File: src/rtl/eirq_pkg.sv
`timescale 1ns/1ps
package eirq_pkg;
  localparam int LINES   = 32;
  localparam int ADDR_W  = 8;
  localparam int BIDX_W  = 2;

  typedef enum logic [2:0] {
    SEL_NONE,
    SEL_RISE,
    SEL_FALL,
    SEL_SWT,
    SEL_IMSK,
    SEL_EMSK,
    SEL_PEND
  } word_sel_e;
endpackage

File: src/rtl/eirq_sync.sv
`timescale 1ns/1ps
module eirq_sync #(
  parameter int W = 32
) (
  input  logic         clk,
  input  logic         rst,
  input  logic [W-1:0] din,
  output logic [W-1:0] rise,
  output logic [W-1:0] fall
);
  logic [W-1:0] meta_q, sync_q, prev_q;

  always_ff @(posedge clk) begin
    if (rst) begin
      meta_q <= '0;
      sync_q <= '0;
      prev_q <= '0;
    end else begin
      meta_q <= din;
      sync_q <= meta_q;
      prev_q <= sync_q;
    end
  end

  assign rise = sync_q & ~prev_q;
  assign fall = ~sync_q & prev_q;
endmodule

File: src/rtl/eirq_decode.sv
`timescale 1ns/1ps
module eirq_decode
  import eirq_pkg::*;
#(
  parameter int NBANK = 3
) (
  input  logic [ADDR_W-1:0] addr,
  output logic [BIDX_W-1:0] bank,
  output word_sel_e         sel,
  output logic              hit
);
  word_sel_e raw_sel;

  always_comb begin
    raw_sel = SEL_NONE;
    bank    = '0;
    if (addr[1:0] == 2'b00) begin
      if (!addr[7]) begin
        bank = addr[6:5];
        case (addr[4:2])
          3'd0:    raw_sel = SEL_RISE;
          3'd1:    raw_sel = SEL_FALL;
          3'd2:    raw_sel = SEL_SWT;
          default: raw_sel = SEL_NONE;
        endcase
      end else if (!addr[6]) begin
        bank = addr[5:4];
        case (addr[3:2])
          2'd0:    raw_sel = SEL_IMSK;
          2'd1:    raw_sel = SEL_EMSK;
          2'd2:    raw_sel = SEL_PEND;
          default: raw_sel = SEL_NONE;
        endcase
      end
    end
    hit = (raw_sel != SEL_NONE) && (int'(bank) < NBANK);
    sel = hit ? raw_sel : SEL_NONE;
  end
endmodule

File: src/rtl/eirq_bank.sv
`timescale 1ns/1ps
module eirq_bank
  import eirq_pkg::*;
#(
  parameter int           W     = 32,
  parameter logic [W-1:0] AVAIL = '1
) (
  input  logic         clk,
  input  logic         rst,
  input  logic         wr_en,
  input  word_sel_e    sel,
  input  logic [W-1:0] wdata,
  input  logic [W-1:0] rise,
  input  logic [W-1:0] fall,
  output logic [W-1:0] rd_data,
  output logic         irq_o,
  output logic [W-1:0] evt_o
);
  logic [W-1:0] rise_en_q, fall_en_q, imsk_q, emsk_q, pend_q;
  logic [W-1:0] sw_set, clr, hit, pend_d, wmask;
  logic         ok_q;

  always_comb begin
    wmask   = wdata & AVAIL;
    sw_set  = (wr_en && sel == SEL_SWT)  ? wmask : '0;
    clr     = (wr_en && sel == SEL_PEND) ? wdata : '0;
    hit     = (rise & rise_en_q) | (fall & fall_en_q);
    pend_d  = (pend_q & ~clr) | ((hit | sw_set) & AVAIL);
  end

  always_comb begin
    case (sel)
      SEL_RISE: rd_data = rise_en_q;
      SEL_FALL: rd_data = fall_en_q;
      SEL_IMSK: rd_data = imsk_q;
      SEL_EMSK: rd_data = emsk_q;
      SEL_PEND: rd_data = pend_q;
      default:  rd_data = '0;
    endcase
  end

  always_ff @(posedge clk) begin
    if (rst) begin
      rise_en_q <= '0;
      fall_en_q <= '0;
      imsk_q    <= '0;
      emsk_q    <= '0;
      pend_q    <= '0;
      irq_o     <= 1'b0;
      evt_o     <= '0;
      ok_q      <= 1'b0;
    end else begin
      ok_q <= 1'b1;
      if (wr_en) begin
        case (sel)
          SEL_RISE: rise_en_q <= wmask;
          SEL_FALL: fall_en_q <= wmask;
          SEL_IMSK: imsk_q    <= wmask;
          SEL_EMSK: emsk_q    <= wmask;
          default:  ;
        endcase
      end
      pend_q <= pend_d;
      evt_o  <= hit & emsk_q;
      irq_o  <= |(pend_q & imsk_q);
    end
  end

  // a pending bit only drops in the cycle after a one was written to it
  p_sticky_r7: assert property (@(posedge clk) disable iff (rst)
    ok_q |-> (($past(pend_q) & ~$past(clr) & ~pend_q) == '0));

  // a software trigger leaves its available bits pending
  p_swt_sets_r8: assert property (@(posedge clk) disable iff (rst)
    (ok_q && $past(wr_en && sel == SEL_SWT)) |->
      ((pend_q & $past(wdata) & AVAIL) == ($past(wdata) & AVAIL)));

  // request follows masked pending one cycle later
  p_irq_follow_r9: assert property (@(posedge clk) disable iff (rst)
    ok_q |-> (irq_o == |($past(pend_q) & $past(imsk_q))));

  // no event pulse on a line whose event mask was clear
  p_evt_masked_r10: assert property (@(posedge clk) disable iff (rst)
    ok_q |-> ((evt_o & ~$past(emsk_q)) == '0));

  // absent lines never become pending
  p_absent_idle_r3: assert property (@(posedge clk) disable iff (rst)
    ((pend_q | evt_o) & ~AVAIL) == '0);
endmodule

File: src/rtl/edge_irq_ctrl.sv
`timescale 1ns/1ps
module edge_irq_ctrl
  import eirq_pkg::*;
#(
  parameter int                    NBANK      = 3,
  parameter logic [NBANK*32-1:0]   AVAIL_MASK = '1
) (
  input  logic                  clk,
  input  logic                  rst,
  input  logic [NBANK*32-1:0]   ext_in,
  input  logic [7:0]            bus_addr,
  input  logic                  bus_we,
  input  logic [31:0]           bus_wdata,
  output logic [31:0]           bus_rdata,
  output logic [NBANK-1:0]      irq_o,
  output logic [NBANK*32-1:0]   evt_o
);
  localparam int NL = NBANK * LINES;

  logic [BIDX_W-1:0] dec_bank;
  word_sel_e         dec_sel;
  logic              dec_hit;
  logic [NL-1:0]     rise_all, fall_all;
  logic [31:0]       bank_rd [NBANK];
  logic [31:0]       rd_mux;
  logic              ok_q;

  eirq_decode #(.NBANK(NBANK)) u_decode (
    .addr (bus_addr),
    .bank (dec_bank),
    .sel  (dec_sel),
    .hit  (dec_hit)
  );

  eirq_sync #(.W(NL)) u_sync (
    .clk  (clk),
    .rst  (rst),
    .din  (ext_in),
    .rise (rise_all),
    .fall (fall_all)
  );

  for (genvar b = 0; b < NBANK; b++) begin : g_bank
    logic bank_wr;
    assign bank_wr = bus_we && dec_hit && (int'(dec_bank) == b);

    eirq_bank #(
      .W     (LINES),
      .AVAIL (AVAIL_MASK[b*LINES +: LINES])
    ) u_bank (
      .clk     (clk),
      .rst     (rst),
      .wr_en   (bank_wr),
      .sel     (dec_sel),
      .wdata   (bus_wdata),
      .rise    (rise_all[b*LINES +: LINES]),
      .fall    (fall_all[b*LINES +: LINES]),
      .rd_data (bank_rd[b]),
      .irq_o   (irq_o[b]),
      .evt_o   (evt_o[b*LINES +: LINES])
    );
  end

  always_comb begin
    rd_mux = '0;
    for (int b = 0; b < NBANK; b++) begin
      if (dec_hit && int'(dec_bank) == b) rd_mux = bank_rd[b];
    end
  end

  always_ff @(posedge clk) begin
    if (rst) begin
      bus_rdata <= '0;
      ok_q      <= 1'b0;
    end else begin
      bus_rdata <= rd_mux;
      ok_q      <= 1'b1;
    end
  end

  // an unmapped address returns zero on the following cycle
  p_unmapped_zero_r11: assert property (@(posedge clk) disable iff (rst)
    (ok_q && !$past(dec_hit)) |-> (bus_rdata == '0));
endmodule

File: config.mk
export PLATFORM = sky130hd
export DESIGN_NAME = edge_irq_ctrl
export DESIGN_NICKNAME = d
export VERILOG_FILES = /design/src/rtl/eirq_pkg.sv /design/src/rtl/eirq_sync.sv /design/src/rtl/eirq_decode.sv /design/src/rtl/eirq_bank.sv /design/src/rtl/edge_irq_ctrl.sv
export SDC_FILE = /design/constraint.sdc
export NUM_CORES = 2
export LEC_CHECK = 0
export BUFFER_PORTS_ARGS = -buffer_cell sky130_fd_sc_hd__buf_2
export CORE_MARGIN = 3
export CORE_UTILIZATION = 35
export CTS_CLUSTER_DIAMETER = 100
export CTS_CLUSTER_SIZE = 12
export DETAILED_ROUTE_END_ITERATION = 8
export PLACE_DENSITY = 0.48
export REMOVE_ABC_BUFFERS = 1
export SYNTH_ARGS = -nofsm -noshare
export SYNTH_HDL_FRONTEND = slang
export SYNTH_SLANG_ARGS = --single-unit
export TNS_END_PERCENT = 30
File: constraint.sdc
create_clock -name clk -period 3.4 [get_ports clk]
set_input_delay 0.68 -clock clk [delete_from_list [all_inputs] [get_ports clk]]
set_output_delay 0.68 -clock clk [all_outputs]
set_load 0.05 [all_outputs]
# After elaboration in Yosys (flattened, before gate mapping)
# Cells that the tools add are included.
# Widths: inputs -> output; s select.
[totals] word_cells=124 output_inout_bits=131 reg_bits=899 inputBits=139
[op_classes] n_lt_le_gt_ge=1 n_eq_ne=12 n_reduce_logical=34 n_mux=21 bitwise_logic=31
[op_table] operator="$and 32x32->32" n=15
[op_table] operator="$pmux 32 s5" n=3
[op_table] operator="$mux 32" n=9
[op_table] operator="$or 32x32->32" n=9
[op_table] operator="$and 96x96->96" n=2
[op_table] operator="$not 96->96" n=2
[op_table] operator="$not 32->32" n=3
[op_table] operator="$reduce_or 32->1" n=3
[op_table] operator="$reduce_and 2->1" n=12
[op_table] operator="$logic_and 1x1->1" n=14
[op_table] operator="$mux 3" n=4
[op_table] operator="$eq 3x2->1 const B" n=3
[op_table] operator="$eq 3x3->1 const B" n=3
[op_table] operator="$pmux 3 s3" n=1
[op_table] operator="$eq 2x2->1 const B" n=3
[op_table] operator="$eq 3x1->1 const B" n=2
[op_table] operator="$logic_not 2->1" n=3
[op_table] operator="$mux 2" n=3
[op_table] operator="$pmux 2 s3" n=1
[op_table] operator="$logic_not 3->1" n=1
[op_table] operator="$reduce_bool 3->1" n=1
[op_table] operator="$eq 2x1->1 const B" n=1
[op_table] operator="$lt 2x2->1 const B" n=1

# Longest topological paths before layout
[depth] depth_word=14 ltp_mapped=9 depth_no_buf=5

# Modules after synthesis
# Synthesis repeated with hierarchy kept, for this count alone.
[unflattened] hier_cells=4063 area_unflattened_um2=35694.2
[modules_own_cells] module="eirq_bank" instances=3 cells_each=1018 area_each_um2=8141.6 seq_area_each_um2=3863.7
[modules_own_cells] module="eirq_sync" instances=1 cells_each=800 area_each_um2=9087.5 seq_area_each_um2=5765.5
[modules_own_cells] module="edge_irq_ctrl" instances=1 cells_each=186 area_each_um2=2016.9 seq_area_each_um2=640.6
[modules_own_cells] module="eirq_decode" instances=1 cells_each=23 area_each_um2=165.2 seq_area_each_um2=0.0

# Least setup slack after synthesis
# OpenSTA, ideal clock, no wires.
[synth_path] path_type="input to register" from="input bus_addr[1]" to="register g_bank[1].u_bank.fall_en_q[10]" n_path_buf=3 required_ps=3272 arrival_ps=2607 setup_ps=128 setup_slack_ps=666 stages=8 path_cell_list="buf_2 -> or4_4 -> a2111oi_4 -> and3_1 -> buf_2 -> buf_6 -> mux2i_1 -> nor2_1"
[synth_between] elab_chain_len=7 word_cells_on_any_way=12 classes_between="order compare (1); eq/ne (2); mux (3); reduce/logical (6)"
[synth_rtl] element="from (decl)" line="edge_irq_ctrl.sv:11" text="input logic [7:0] bus_addr,"
[synth_rtl] element="$logic_not 2->1 (*)" line="eirq_decode.sv:17" text="if (addr[1:0] == 2'b00) begin"
[synth_rtl] element="$mux 2 or $mux 3 (tied branches)" line="eirq_decode.sv:17"
[synth_rtl] element="$lt 2x2->1 or $reduce_bool 3->1 (tied branches)" line="eirq_decode.sv:36" text="hit = (raw_sel != SEL_NONE) && (int'(bank) < NBANK);"
[synth_rtl] element="$logic_and 1x1->1" line="eirq_decode.sv:36"
[synth_rtl] element="$mux 3 or $logic_and 1x1->1 (tied branches)" line="eirq_decode.sv:37, edge_irq_ctrl.sv:45"
[synth_rtl] element="$eq 3x2->1 or $logic_and 1x1->1 (tied branches)" line="eirq_bank.sv:55, edge_irq_ctrl.sv:45"
[synth_rtl] element="$reduce_and 2->1 (no line) (*)"
[synth_rtl] element="to (signal assigned)" line="eirq_bank.sv:57" text="SEL_FALL: fall_en_q <= wmask;"
[synth_rtl] element="to (decl)" line="eirq_bank.sv:19" text="logic [W-1:0] rise_en_q, fall_en_q, imsk_q, emsk_q, pend_q;"
# Every way passes the cells marked *; elsewhere a longest branch is shown, timed or not.
# A chain may end at the register's enable or synchronous reset.

# Worst setup path in the final report
[layout_path] from="input bus_addr[1]" to="register g_bank[1].u_bank.imsk_q[31]"
[layout_between] elab_chain_len=7 word_cells_on_any_way=12 classes_between="order compare (1); eq/ne (2); mux (3); reduce/logical (6)"
[layout_rtl] element="$logic_not 2->1 (*)" line="eirq_decode.sv:17"
[layout_rtl] element="$mux 2 or $mux 3 (tied branches)" line="eirq_decode.sv:17"
[layout_rtl] element="$lt 2x2->1 or $reduce_bool 3->1 (tied branches)" line="eirq_decode.sv:36"
[layout_rtl] element="$logic_and 1x1->1" line="eirq_decode.sv:36"
[layout_rtl] element="$mux 3 or $logic_and 1x1->1 (tied branches)" line="eirq_decode.sv:37, edge_irq_ctrl.sv:45"
[layout_rtl] element="$eq 3x3->1 or $logic_and 1x1->1 (tied branches)" line="eirq_bank.sv:55, edge_irq_ctrl.sv:45"
[layout_rtl] element="$reduce_and 2->1 (no line) (*)"
[layout_rtl] element="to (signal assigned)" line="eirq_bank.sv:58" text="SEL_IMSK: imsk_q <= wmask;"
[layout_rtl] element="to (decl)" line="eirq_bank.sv:19"
# Marks and branches as above.

==> results by group <==
Run status
  – Outcome: complete, no violations

Worst setup path
  – Worst EP arrival: 3.21 ns
  – CP startpoint kind: input pin
  – Crit path kind: input pin to flop
  – R2R Setup Slk: 1.17 ns
  – Cells on worst reg2reg path: 5
  – R2r endpoint: g_bank[1].u_bank.irq_o
  – Max FO, Critical Path: 11
  – CP Capture Type: flop
  – Critical Path RT: 3.91 ns
  – Reg-to-Reg Start: g_bank[1].u_bank.imsk_q[19]

Detailed routing
  – Router iterations before antenna repair: 7
  – DRT antenna net count: 0
  – DR WL/cell: 25.0 µm
  – Total wire length: 138,000 µm
  – # DRC: 0
  – 1st-iter DRT viols: 3,006
  – Vias: 30.3k
  – Drt via density: 5.47

Die
  – Core Region: 101,000 µm²
  – Die area: 107,000 µm²
  – Die Ht: 326 µm
  – I/O pin count: 270
  – Die Wd: 326 µm
  – Num rows: 116
  – Starting Density: 35.6%

Synthesis
  – Top cell type's share of synthesized area: 50.1%
  – Synth top cells by count: dfxtp_1, nand2_1, nor2b_1
  – Post-synthesis cell area: 35,900 µm²
  – Flops & latches, synth: 899
  – Synth top area cells: dfxtp_1, mux2i_1, nor2b_1, nand2_1, a21oi_1
  – Synth warnings: 0
  – Synth Area in Compound Gates: 15.7%
  – Post-synthesis mux area share: 8.24%
  – Main combinational cell family by area after synthesis: simple AND/OR/NAND/NOR gates
  – Xor/xnor share of the synthesized area: 0%
  – Mean Syn Cell Area: 9.01 µm²
  – Top-count cell post-synth: dfxtp_1
  – Syn Inst Count: 3,988
  – Post-Synth Simple-Gate Area: 21.1%
  – Top FF cell, synth: dfxtp_1
  – Library cells used by synthesis: 63
  – Cell taking the most area after synthesis: dfxtp_1
  – Sequential fraction of the synthesis area: 50.1%
  – Number of flops mapped to enable cells by yosys: 0
  – Post-synthesis async set-or-reset flop share: 0%
  – Synth Area in Adders: 0%

Global route
  – Vias in the first global route: 28.7k
  – Antenna violations before repair: 4
  – Grt ovf: 0
  – Largest net degree at the start of global routing: 200
  – Global-route wire length before repair: 201,000 µm
  – Total track usage: 25.1%

Power and ir drop
  – PwrDens: 488 nW/µm²
  – Leakage: 15.2 nW
  – Worst vdd ir: 0.328 mV

Timing
  – Final Setup Violations: 0
  – Worst slew margin: 35.6%
  – Period Utilization, post-route: 79.6%
  – Clock Skew: 0.0313 ns
  – Unrepaired setup endpoints after global routing: false
  – FMAX: 370 MHz
  – TNS Setup: 0 ns
  – Worst Tran Pin Value: 0.966 ns
  – Final-report hold violation count: 0
  – Max-slew violations: 0
  – Final Critical Period: 2.71 ns

Clocking
  – Clock tree sinks: 899
  – Hold buffer count at CTS: 0
  – Root Buffer: clkbuf_16
  – Num CTS Buffers: 84
  – PostCTS Resize Cnt: 0
  – Clock-pin slew on the worst setup and hold paths: 0.06 ns
  – CTS tree: yes
  – H-tree depth: 3
  – Longest Clk Path Bufs: 3
  – Post CTS Setup Buffer Count: 0
  – Worst-Skew Late Latency: 0.67 ns

Hold path
  – Worst hold path type: input pin to flop
  – Min-Delay Endpoint: u_sync.meta_q[27]
  – Hold depth: 2
  – Hold Startpoint: ext_in[27]

Final layout
  – Area growth syn-to-layout: 16.0%
  – Finished Core Util: 41.3%
  – Fraction of layout cells with a size suffix above 1: 14.1%
  – Final #Nets: 4,312
  – Fillcell total: 10.2k

Placement
  – Post-DP HPWL: 91,500 µm
  – PortBufs: 269
  – Final Wtd Congestion: 0.861

Job
  – Max cap viols: 0
==> flip-flops by register name, indices dropped and copies added (netlist names), 96 cells and up <==
name and cells:
g_bank.u_bank.emsk_q 96, g_bank.u_bank.evt_o 96, u_sync.sync_q 96, g_bank.u_bank.fall_en_q 96, g_bank.u_bank.imsk_q 96, g_bank.u_bank.rise_en_q 96, g_bank.u_bank.pend_q 96, u_sync.meta_q 96
u_sync.prev_q 96
==> cells by family after synthesis <==
group,Yosys count
and+or+nand+nor,1512
DFF,899
AOI/OAI and AO/OA,862
buffers and inverters,423
muxes,292
==> per-stage QoR <==
step                      setup WS, ns  cells  hold WS, ns  area [µm²]  power (mW)
after global routing             0.667   5536        0.200       41700        21.0
after detailed placement        0.0872   5444        0.423       39500        12.0
final                            0.694   5538        0.217       41700        20.3
after global placement        -0.00166   5444        0.419       39500        12.0
after CTS                        0.780   5536        0.176       41700        20.6
after floorplan                 -10.07   3665        0.414       34600        11.2
==> cells in the final DEF, fill, tap and decap left out, types with 8 or more instances in the layout <==
cell type / count
o2bb2ai_1: 52
a211oi_1: 23
buf_4: 116
a31oi_1: 167
mux2_2: 32
a22o_1: 18
mux2i_1: 260
or4_1: 11
a32oi_1: 23
o22ai_1: 12
and3_1: 35
nand3_1: 195
nor2b_1: 289
o31ai_1: 11
nor3b_1: 34
clkbuf_16: 87
dfxtp_1: 899
buf_2: 267
nor2_1: 265
a22oi_1: 35
a211o_1: 15
a221oi_1: 43
buf_12: 38
o21ai_0: 123
and3b_1: 33
nand3b_1: 35
a21o_1: 35
nand4_1: 11
nand2b_1: 97
o211a_1: 13
inv_1: 99
a21oi_1: 253
nand2_1: 464
o21a_1: 8
==> worst max-delay path, stage by stage <==
cell      delay (ns)
buf_2           0.19
buf_4           0.19
nor4b_2         0.54
buf_4           0.28
nand3_1         0.30
a211oi_4        0.39
buf_4           0.33
mux2i_1         0.23
nor2_1          0.06
==> worst max path at each step <==
stage	start	to	slack (ns)	cells after the start
after floorplan	bus_addr[0]	bus_rdata[28]	-10.07	5
after global placement	bus_addr[1]	bus_rdata[16]	-0.002	9
after detailed placement	bus_addr[1]	g_bank[1].u_bank.imsk_q[2]	0.09	9
after CTS	bus_addr[1]	g_bank[1].u_bank.imsk_q[31]	0.78	9
after global routing	bus_addr[1]	bus_rdata[16]	0.67	9
final	bus_addr[1]	g_bank[1].u_bank.imsk_q[31]	0.69	9
==> final cells by class <==
| class | instances | area, µm² | share of cell area (%) |
|---|---|---|---|
| Clock buffer | 88 | 2180 | 5.23 |
| Sequential cell | 899 | 18000 | 43.2 |
| Tap cell | 1357 | 1700 | 4.07 |
| Antenna cell | 2 | 5.00 | 0.0120 |
| Inverter | 100 | 375 | 0.900 |
| Multi-Input combinational cell | 2666 | 16400 | 39.4 |
| Clock inverter | 4 | 46.3 | 0.111 |
| Timing Repair Buffer | 422 | 2980 | 7.15 |
==> per-layer routing <==
layer	vias to the layer above	part of all wire, %	GRT usage [%]
met5	-	0	0
met4	0	2.8	7.10
met3	183	7.2	3.74
met2	1237	44	39.0
met1	14700	45	36.2
li1	14200	-	-
==> power breakdown <==
group	internal [mW]	total, mW	switching [mW]	leakage, nW
clock	4.52	8.55	4.04	1.10
sequential	10.7	10.7	0.0722	7.29
combinational	0.310	1.04	0.729	6.82
(Power assumes the default switching activity.)
